`src/rtl/acc_alu_pkg.sv`:
```
package acc_alu_pkg;

    localparam int FLAG_W = 8;
    localparam int FL_C   = 0;
    localparam int FL_Z   = 1;
    localparam int FL_I   = 2;
    localparam int FL_D   = 3;
    localparam int FL_B   = 4;
    localparam int FL_ONE = 5;
    localparam int FL_V   = 6;
    localparam int FL_N   = 7;

    localparam logic [FLAG_W-1:0] FLAGS_RST = 8'h24;

    typedef enum logic [3:0] {
        OP_ADD  = 4'd0,
        OP_SUB  = 4'd1,
        OP_AND  = 4'd2,
        OP_OR   = 4'd3,
        OP_XOR  = 4'd4,
        OP_SHL  = 4'd5,
        OP_SHR  = 4'd6,
        OP_ROL  = 4'd7,
        OP_ROR  = 4'd8,
        OP_INC  = 4'd9,
        OP_DEC  = 4'd10,
        OP_CMP  = 4'd11,
        OP_BIT  = 4'd12,
        OP_CLRV = 4'd13,
        OP_RSV0 = 4'd14,
        OP_RSV1 = 4'd15
    } alu_op_e;

    typedef struct packed {
        logic [FLAG_W-1:0] flags;
    } alu_state_t;

endpackage

```
`src/rtl/acc_alu_add.sv`:
```
module acc_alu_add #(
    parameter int W = 8
) (
    input  logic [W-1:0] a_i,
    input  logic [W-1:0] b_i,
    input  logic         cin_i,
    input  logic         sub_i,
    output logic [W-1:0] sum_o,
    output logic         cout_o,
    output logic         ovf_o
);
    logic [W-1:0] b_eff;
    logic [W:0]   wide;

    always_comb begin
        b_eff  = sub_i ? ~b_i : b_i;
        wide   = {1'b0, a_i} + {1'b0, b_eff} + {{W{1'b0}}, cin_i};
        sum_o  = wide[W-1:0];
        cout_o = wide[W];
        ovf_o  = (a_i[W-1] == b_eff[W-1]) && (wide[W-1] != a_i[W-1]);
    end
endmodule

```
`src/rtl/acc_alu_shift.sv`:
```
module acc_alu_shift #(
    parameter int W = 8
) (
    input  logic [W-1:0] d_i,
    input  logic         cin_i,
    input  logic [1:0]   mode_i,
    output logic [W-1:0] d_o,
    output logic         cout_o
);
    logic fill;

    always_comb begin
        fill = mode_i[1] ? cin_i : 1'b0;
        if (mode_i[0]) begin
            d_o    = {fill, d_i[W-1:1]};
            cout_o = d_i[0];
        end else begin
            d_o    = {d_i[W-2:0], fill};
            cout_o = d_i[W-1];
        end
    end
endmodule

```
`src/rtl/acc_alu_logic.sv`:
```
module acc_alu_logic #(
    parameter int W = 8
) (
    input  logic [W-1:0] a_i,
    input  logic [W-1:0] b_i,
    input  logic [1:0]   sel_i,
    output logic [W-1:0] y_o
);
    for (genvar k = 0; k < W; k++) begin : g_bit
        always_comb begin
            case (sel_i)
                2'd0:    y_o[k] = a_i[k] & b_i[k];
                2'd1:    y_o[k] = a_i[k] | b_i[k];
                default: y_o[k] = a_i[k] ^ b_i[k];
            endcase
        end
    end
endmodule

```
`src/rtl/acc_alu.sv`:
```
module acc_alu
    import acc_alu_pkg::*;
#(
    parameter int DW = 8
) (
    input  logic              clk,
    input  logic              rst_n,
    input  logic              valid_i,
    input  logic [3:0]        op_i,
    input  logic [DW-1:0]     reg_i,
    input  logic [DW-1:0]     mem_i,
    input  logic [FLAG_W-1:0] flags_i,
    output logic [DW-1:0]     result_o,
    output logic              wr_o,
    output logic [FLAG_W-1:0] flags_o
);
    localparam int MSB = DW - 1;

    alu_op_e    op;
    alu_state_t st_d, st_q;

    logic [DW-1:0] add_sum, shf_out, log_out, step_out;
    logic          add_c, add_v, shf_c, add_sub, add_cin;
    logic [1:0]    shf_mode, log_sel;

    assign op = alu_op_e'(op_i);

    always_comb begin
        add_sub  = (op == OP_SUB) || (op == OP_CMP);
        add_cin  = (op == OP_CMP) ? 1'b1 : flags_i[FL_C];
        shf_mode = 2'(op_i - 4'd5);
        log_sel  = 2'(op_i - 4'd2);
        step_out = (op == OP_INC) ? mem_i + 1'b1 : mem_i - 1'b1;
    end

    acc_alu_add #(.W(DW)) u_add (
        .a_i(reg_i), .b_i(mem_i), .cin_i(add_cin), .sub_i(add_sub),
        .sum_o(add_sum), .cout_o(add_c), .ovf_o(add_v)
    );

    acc_alu_shift #(.W(DW)) u_shf (
        .d_i(mem_i), .cin_i(flags_i[FL_C]), .mode_i(shf_mode),
        .d_o(shf_out), .cout_o(shf_c)
    );

    acc_alu_logic #(.W(DW)) u_log (
        .a_i(reg_i), .b_i(mem_i), .sel_i(log_sel), .y_o(log_out)
    );

    // result and write-back select
    always_comb begin
        result_o = reg_i;
        wr_o     = 1'b1;
        case (op)
            OP_ADD, OP_SUB:                 result_o = add_sum;
            OP_AND, OP_OR, OP_XOR:          result_o = log_out;
            OP_SHL, OP_SHR, OP_ROL, OP_ROR: result_o = shf_out;
            OP_INC, OP_DEC:                 result_o = step_out;
            default:                        wr_o     = 1'b0;
        endcase
    end

    // next flag state
    always_comb begin
        logic [FLAG_W-1:0] f;
        st_d = st_q;
        f    = flags_i;
        case (op)
            OP_ADD, OP_SUB: begin
                f[FL_C] = add_c;
                f[FL_V] = add_v;
                f[FL_N] = add_sum[MSB];
                f[FL_Z] = (add_sum == '0);
            end
            OP_AND, OP_OR, OP_XOR,
            OP_INC, OP_DEC: begin
                f[FL_N] = result_o[MSB];
                f[FL_Z] = (result_o == '0);
            end
            OP_SHL, OP_SHR, OP_ROL, OP_ROR: begin
                f[FL_C] = shf_c;
                f[FL_N] = shf_out[MSB];
                f[FL_Z] = (shf_out == '0);
            end
            OP_CMP: begin
                f[FL_C] = add_c;
                f[FL_N] = add_sum[MSB];
                f[FL_Z] = (add_sum == '0);
            end
            OP_BIT: begin
                f[FL_N] = mem_i[MSB];
                f[FL_V] = mem_i[MSB-1];
                f[FL_Z] = ((reg_i & mem_i) == '0);
            end
            OP_CLRV: f[FL_V] = 1'b0;
            default: ;
        endcase
        f[FL_ONE] = 1'b1;
        if (valid_i) st_d.flags = f;
    end

    always_ff @(posedge clk or negedge rst_n) begin
        if (!rst_n) st_q <= '{flags: FLAGS_RST};
        else        st_q <= st_d;
    end

    assign flags_o = st_q.flags;
endmodule

```
`config.mk`:
```
export PLATFORM = sky130hd
export DESIGN_NAME = acc_alu
export DESIGN_NICKNAME = d
export VERILOG_FILES = /design/src/rtl/acc_alu_pkg.sv /design/src/rtl/acc_alu_add.sv /design/src/rtl/acc_alu_shift.sv /design/src/rtl/acc_alu_logic.sv /design/src/rtl/acc_alu.sv
export SDC_FILE = /design/constraint.sdc
export NUM_CORES = 1
export LEC_CHECK = 0
export BUFFER_PORTS_ARGS = -buffer_cell sky130_fd_sc_hd__buf_4
export CAP_MARGIN = 40
export CORE_ASPECT_RATIO = 1.2
export CORE_MARGIN = 2
export CORE_UTILIZATION = 55
export DETAILED_ROUTE_END_ITERATION = 16
export GPL_TIMING_DRIVEN = 1
export PLACE_DENSITY = 0.92
export SLEW_MARGIN = 40
export SYNTH_ARGS = -nofsm -noshare
export SYNTH_HDL_FRONTEND = slang
export SYNTH_SLANG_ARGS = --single-unit
```
`constraint.sdc`:
```
create_clock -name clk -period 8.8 [get_ports clk]
set_input_delay 2.2 -clock clk [delete_from_list [all_inputs] [get_ports clk]]
set_output_delay 2.2 -clock clk [all_outputs]
set_load 0.01 [all_outputs]
```
==> impl_metrics.toml, run 1 <==
[synthesis]
synth_edf_count = 0
avgSynthCellArea_sq_um = 7.632
syn_nets = 338
ys_async_sr_fraction_pct = 100.0
netlist_instances = 271
synth_top_area_share_pct = 19.96
synth-seq-cells = 7
ys_warn_count = 0
synth.cell_area_sq_um = 2068
synth_top_area_cell = "ha_1"
synth_cell_types = 54
ys_seq_area_share_pct = 8.530
synth_flop_cell = "dfrtp_1"
synth_area_leaders = "ha_1, dfrtp_1, xnor2_1"

[global_route]
grt_pass1_wl_mm = 9.942
grt_max_degree = 15
grt_overflow_total = 0
grt.total_usage_pct = 29.72
antenna_found_initial = 0
grt_pass1_vias = 2238

[floorplan]
start_util_pct = 56.92
coreArea_sq_um = 3633
dieWidth_um = 59.98
io_pins = 48
die-area_sq_um = 4269
num_rows = 24
die-height_um = 71.18

[power_and_ir_drop]
powerDensity_nw_per_um2 = 100.9
p_leak_uw = 0.001169
max-vdd-ir-drop_mv = 0.04368

[layout]
final_cell_mix = "buf_4, ha_1, inv_1"
fin_util_pct = 68.08
antenna_cells = 0
drive_above_1_share_pct = 19.61
mostFrequentLayoutCell = "buf_4"
largest_reg_flops = 7
nNetsFinal = 379
fillCellCount = 317
area_growth_pct = 19.60

[cts]
htreeDepth = 1
cts_setup_buffers = 0
clk_path_buf_depth = 2
tritoncts = "built"
cts-root-buf = "clkbuf_8"
cts_hold_buf = 0
cts.sinks = 7
clk_pin_slew_worst_paths_ns = 0.04
insertion_delay_ns = 0.22
cts.repair.resized = 0
cts_buffers = 3

[critical_path]
path_common_cell = "buf_4"
end_kind = "primary output"
crit_chain = "buf_4 > ha_1 > mux2i_1 > nor2_2 > buf_4 > xnor2_1 > fa_1 > fa_1 > a211o_1 > o211ai_1 > a21oi_1 > xnor2_1 > o211a_1 > inv_1 > buf_4"
critPathRequiredTime_ns = 6.60
crit_path_max_incr_delay_ns = 0.46
critPathMaxFanout = 13
startpoint_type = "primary input"
critPathKind = "primary input to primary output"
slowest_stage = "ha_1"
cp.arrival_ns = 5.47

[status]
status = "completed"

[run]
max_cap_violations = 0

[routing]
avgRoutedWirePerCell_um = 16.63
finalWirelength_mm = 6.035
via_per_inst = 6.273
via_count = 2277
drt_iter0_markers = 159
first_pass_iters = 4
drc = 0
ant_nets = 0

[timing]
maxSlewViolCount = 0
slew_headroom_pct = 52.01
setup-tns-final_ns = 0
fin_crit_ns = 7.666
tightest_slew_ns = 0.7172
setup_viol = 0
rsz0062_at_grt = "no"
finalClockSkew_ns = 0
max_freq_mhz = 130.5
period_share_pct = 87.11
hold_violations = 0

[place]
place_congestion = 0.9145
io_buffers = 45
post-dp-hpwl_mm = 4.829

[min_path]
hold_path.class = "register to register"
## final cells by class
| type | count | area (sq um) | area share (%) |
|---|---|---|---|
| multi-input combinational | 226 | 1737 | 70.21 |
| timing repair buffer | 46 | 345.3 | 13.96 |
| sequential | 7 | 176.4 | 7.132 |
| inverter | 28 | 105.1 | 4.249 |
| tap | 52 | 65.06 | 2.630 |
| clock buffer | 4 | 45.04 | 1.821 |
## metrics by stage
step	instance area [sq um]	hold slack, ns	worst slack, ns	power, uW	std cells
after detailed placement	2429	0.5121	1.164	200.7	359
after floorplan	2068	0.5512	1.606	145.6	271
after global routing	2474	0.5402	0.8968	268.9	363
after global placement	2429	0.4910	1.190	196.4	359
after CTS	2474	0.5208	1.158	247.2	363
final	2474	0.5163	1.134	249.5	363
## cell families after synthesis
logic type,Yosys count,share of synthesized area [%]
AOI/OAI and AO/OA,88,30.55
xor gates and xnor gates,17,7.199
adders and majority gates,36,22.87
buffers and inverters,38,7.502
DFF,7,8.530
muxes,11,5.505
other,1,0.1813
and+or+nand+nor,73,17.66
## final timing paths
kind                       slack [ns]        from  cells after the start     endpoint
setup / recovery                 1.13     op_i[0]                     15  result_o[6]
hold / removal                   0.52  flags_o[3]                      1   flags_o[3]
setup reg to reg                 7.99  flags_o[1]                      3   flags_o[1]
hold reg to reg                  0.52  flags_o[3]                      1   flags_o[3]
max in group asynchronous        6.82       rst_n                      1   flags_o[2]
min in group asynchronous        1.78       rst_n                      1   flags_o[1]
## cells in the mapped netlist, types with 3 or more instances
cell type / instances
ha_1: 33
inv_1: 28
nor2_1: 26
a21oi_1: 17
o21ai_0: 15
xnor2_1: 14
nor2b_1: 12
nand2_1: 11
a221oi_1: 9
mux2i_1: 8
buf_2: 7
a211oi_1: 6
dfrtp_1: 6
nor3_1: 6
a21o_1: 5
nor4_1: 5
o211ai_1: 5
a211o_1: 4
o22ai_1: 4
fa_1: 3
mux2_2: 3
nand3_1: 3
xor2_1: 3
## worst max-delay path, delay by kind of cell
kind	cells	cell delay [ns]
xor+xnor	2	0.32
fa+ha+maj	3	1.37
mux	1	0.16
compound gates	4	0.73
simple gates	1	0.10
buf+inv	4	0.58
## where the power goes
group	internal (uW)	total (uW)	leakage, uW	switching (uW)
Combinational	74.0	165	0.00107	91.0
Sequential	36.8	39.0	0.0000806	2.24
Clock	31.4	45.4	0.0000228	14.1
Total	142	249	0.00117	107
## routing by layer
layer | vias up | global-route usage, % | wire (um)
met4 | 0 | 13.83 | 176
li1 | 1079 | - | -
met3 | 18 | 2.011 | 489
met2 | 127 | 51.57 | 3069
met5 | - | 0 | 0
met1 | 1053 | 36.15 | 2299
No activity file was read; power rests on OpenSTA's default activity.
==> inputs of run 2 (changes only) <==
Settings changed: BUFFER_PORTS_ARGS -buffer_cell sky130_fd_sc_hd__buf_4 to -buffer_cell sky130_fd_sc_hd__buf_2.
==> impl_metrics.toml, run 2 (synthesis gave the netlist of run 1 again) <==
[power_and_ir_drop]
power_uw = 239.6
max-vdd-ir-drop_mv = 0.04064
p_leak_uw = 0.001130
powerDensity_nw_per_um2 = 101.5

[run]
max_cap_violations = 0

[floorplan]
num_rows = 24
start_util_pct = 56.92
io_pins = 48
dieWidth_um = 59.98
die-area_sq_um = 4269
coreArea_sq_um = 3633
die-height_um = 71.18

[timing]
fin_crit_ns = 7.835
tightest_slew_ns = 0.7332
rsz0062_at_grt = "no"
setup-tns-final_ns = 0
hold_violations = 0
max_freq_mhz = 127.6
setup_ws_ns = 0.9654
setup_viol = 0
maxSlewViolCount = 0
finalClockSkew_ns = 0
period_share_pct = 89.03
slew_headroom_pct = 50.94

[critical_path]
critPathMaxFanout = 13
crit_path_max_incr_delay_ns = 0.49
path_delay_family = "compound AO/OA/AOI/OAI gates"
crit_chain = "buf_2 > ha_1 > mux2i_1 > nor2_2 > xnor2_1 > fa_1 > a211oi_1 > nor2_1 > o41ai_2 > xor2_1 > o221ai_1 > o21ai_1 > inv_1 > buf_2"
startpoint_type = "primary input"
reg2reg_depth = 3
cp.arrival_ns = 5.63
end_kind = "primary output"
critPathRequiredTime_ns = 6.60
path_common_cell = "buf_2"
critPathKind = "primary input to primary output"
cp.depth = 14
slowest_stage = "ha_1"
cp_num_buf_inv = 3

[global_route]
grt_pass1_vias = 2243
grt.total_usage_pct = 30.15
antenna_found_initial = 0
grt_pass1_wl_mm = 10.01
grt_overflow_total = 0
grt_max_degree = 15

[min_path]
hold_depth = 1
hold_path.class = "register to register"

[layout]
multi_input_area_sq_um = 1737
nNetsFinal = 379
fillCellCount = 337
area_growth_pct = 14.16
mostFrequentLayoutCell = "buf_2"
final_cell_mix = "buf_2, ha_1, inv_1"
largest_reg_flops = 7
regArea_sq_um = 176.4
drive_above_1_share_pct = 19.61
antenna_cells = 0
instances_no_fill = 363

[place]
place_congestion = 0.9655
numPlacedInstances = 359
dp_slack_ns = 1.062
post-dp-hpwl_mm = 4.740
io_buffers = 45

[routing]
drc = 0
finalWirelength_mm = 6.004
via_per_inst = 6.449
first_pass_iters = 5
drt_iter0_markers = 141
avgRoutedWirePerCell_um = 16.54
ant_nets = 0
via_count = 2341

[cts]
clk_pin_slew_worst_paths_ns = 0.04
cts_setup_buffers = 0
htreeDepth = 1
cts.sinks = 7
clk_path_buf_depth = 2
cts_hold_buf = 0
cts.repair.resized = 0
tritoncts = "built"
cts_buffers = 3
cts-root-buf = "clkbuf_8"
insertion_delay_ns = 0.23

[status]
status = "completed"
==> run 2: cell counts in the layout (fill, tap and decap cells not counted) <==
No cell type changed its count.
==> run 2: worst reg2reg max path: stages (launching register included) <==
cell and delay, ns:
dfrtp_1 0.36, inv_1 0.06, o22ai_1 0.07, a41o_1 0.22
==> run 2: metal layers <==
metal | global-route usage, % | vias up | share of wire (%)
met5 | 0 | - | 0
met1 | 37.26 | 1077 | 38
li1 | - | 1087 | -
met3 | 2.377 | 28 | 9.7
met4 | 20.00 | 0 | 5.1
met2 | 48.55 | 149 | 47
==> run 2: worst paths after layout <==
kind	startpoint	end	slack [ns]
min in group asynchronous	rst_n	flags_o[7]	1.79
min reg2reg	flags_o[3]	flags_o[3]	0.49
max reg2reg	flags_o[1]	flags_o[1]	7.97
min	flags_o[3]	flags_o[3]	0.49
max	op_i[0]	result_o[7]	0.97
max in group asynchronous	rst_n	flags_o[2]	6.78
==> run 2: cell type report <==
class                           instances  area share [%]
Sequential cell                         7           7.472
Timing Repair Buffer                   46           9.857
Inverter                               28           4.452
Tap cell                               52           2.756
Multi-Input combinational cell        226           73.56
Clock buffer                            4           1.908
==> run 2: per-stage QoR <==
stage	util (%)	hold WS, ns	cell area, sq um
after detailed placement	63.74	0.4907	2316
after CTS	64.98	0.4993	2361
after global placement	63.74	0.4833	2316
final	64.98	0.4947	2361
after floorplan	-	0.5512	2068
after global routing	64.98	0.5288	2361
==> run 2: power breakdown <==
part	switching, uW	internal (uW)	total, uW
Sequential	1.75	36.8	38.5
Clock	14.1	31.3	45.5
Combinational	91.2	64.4	156
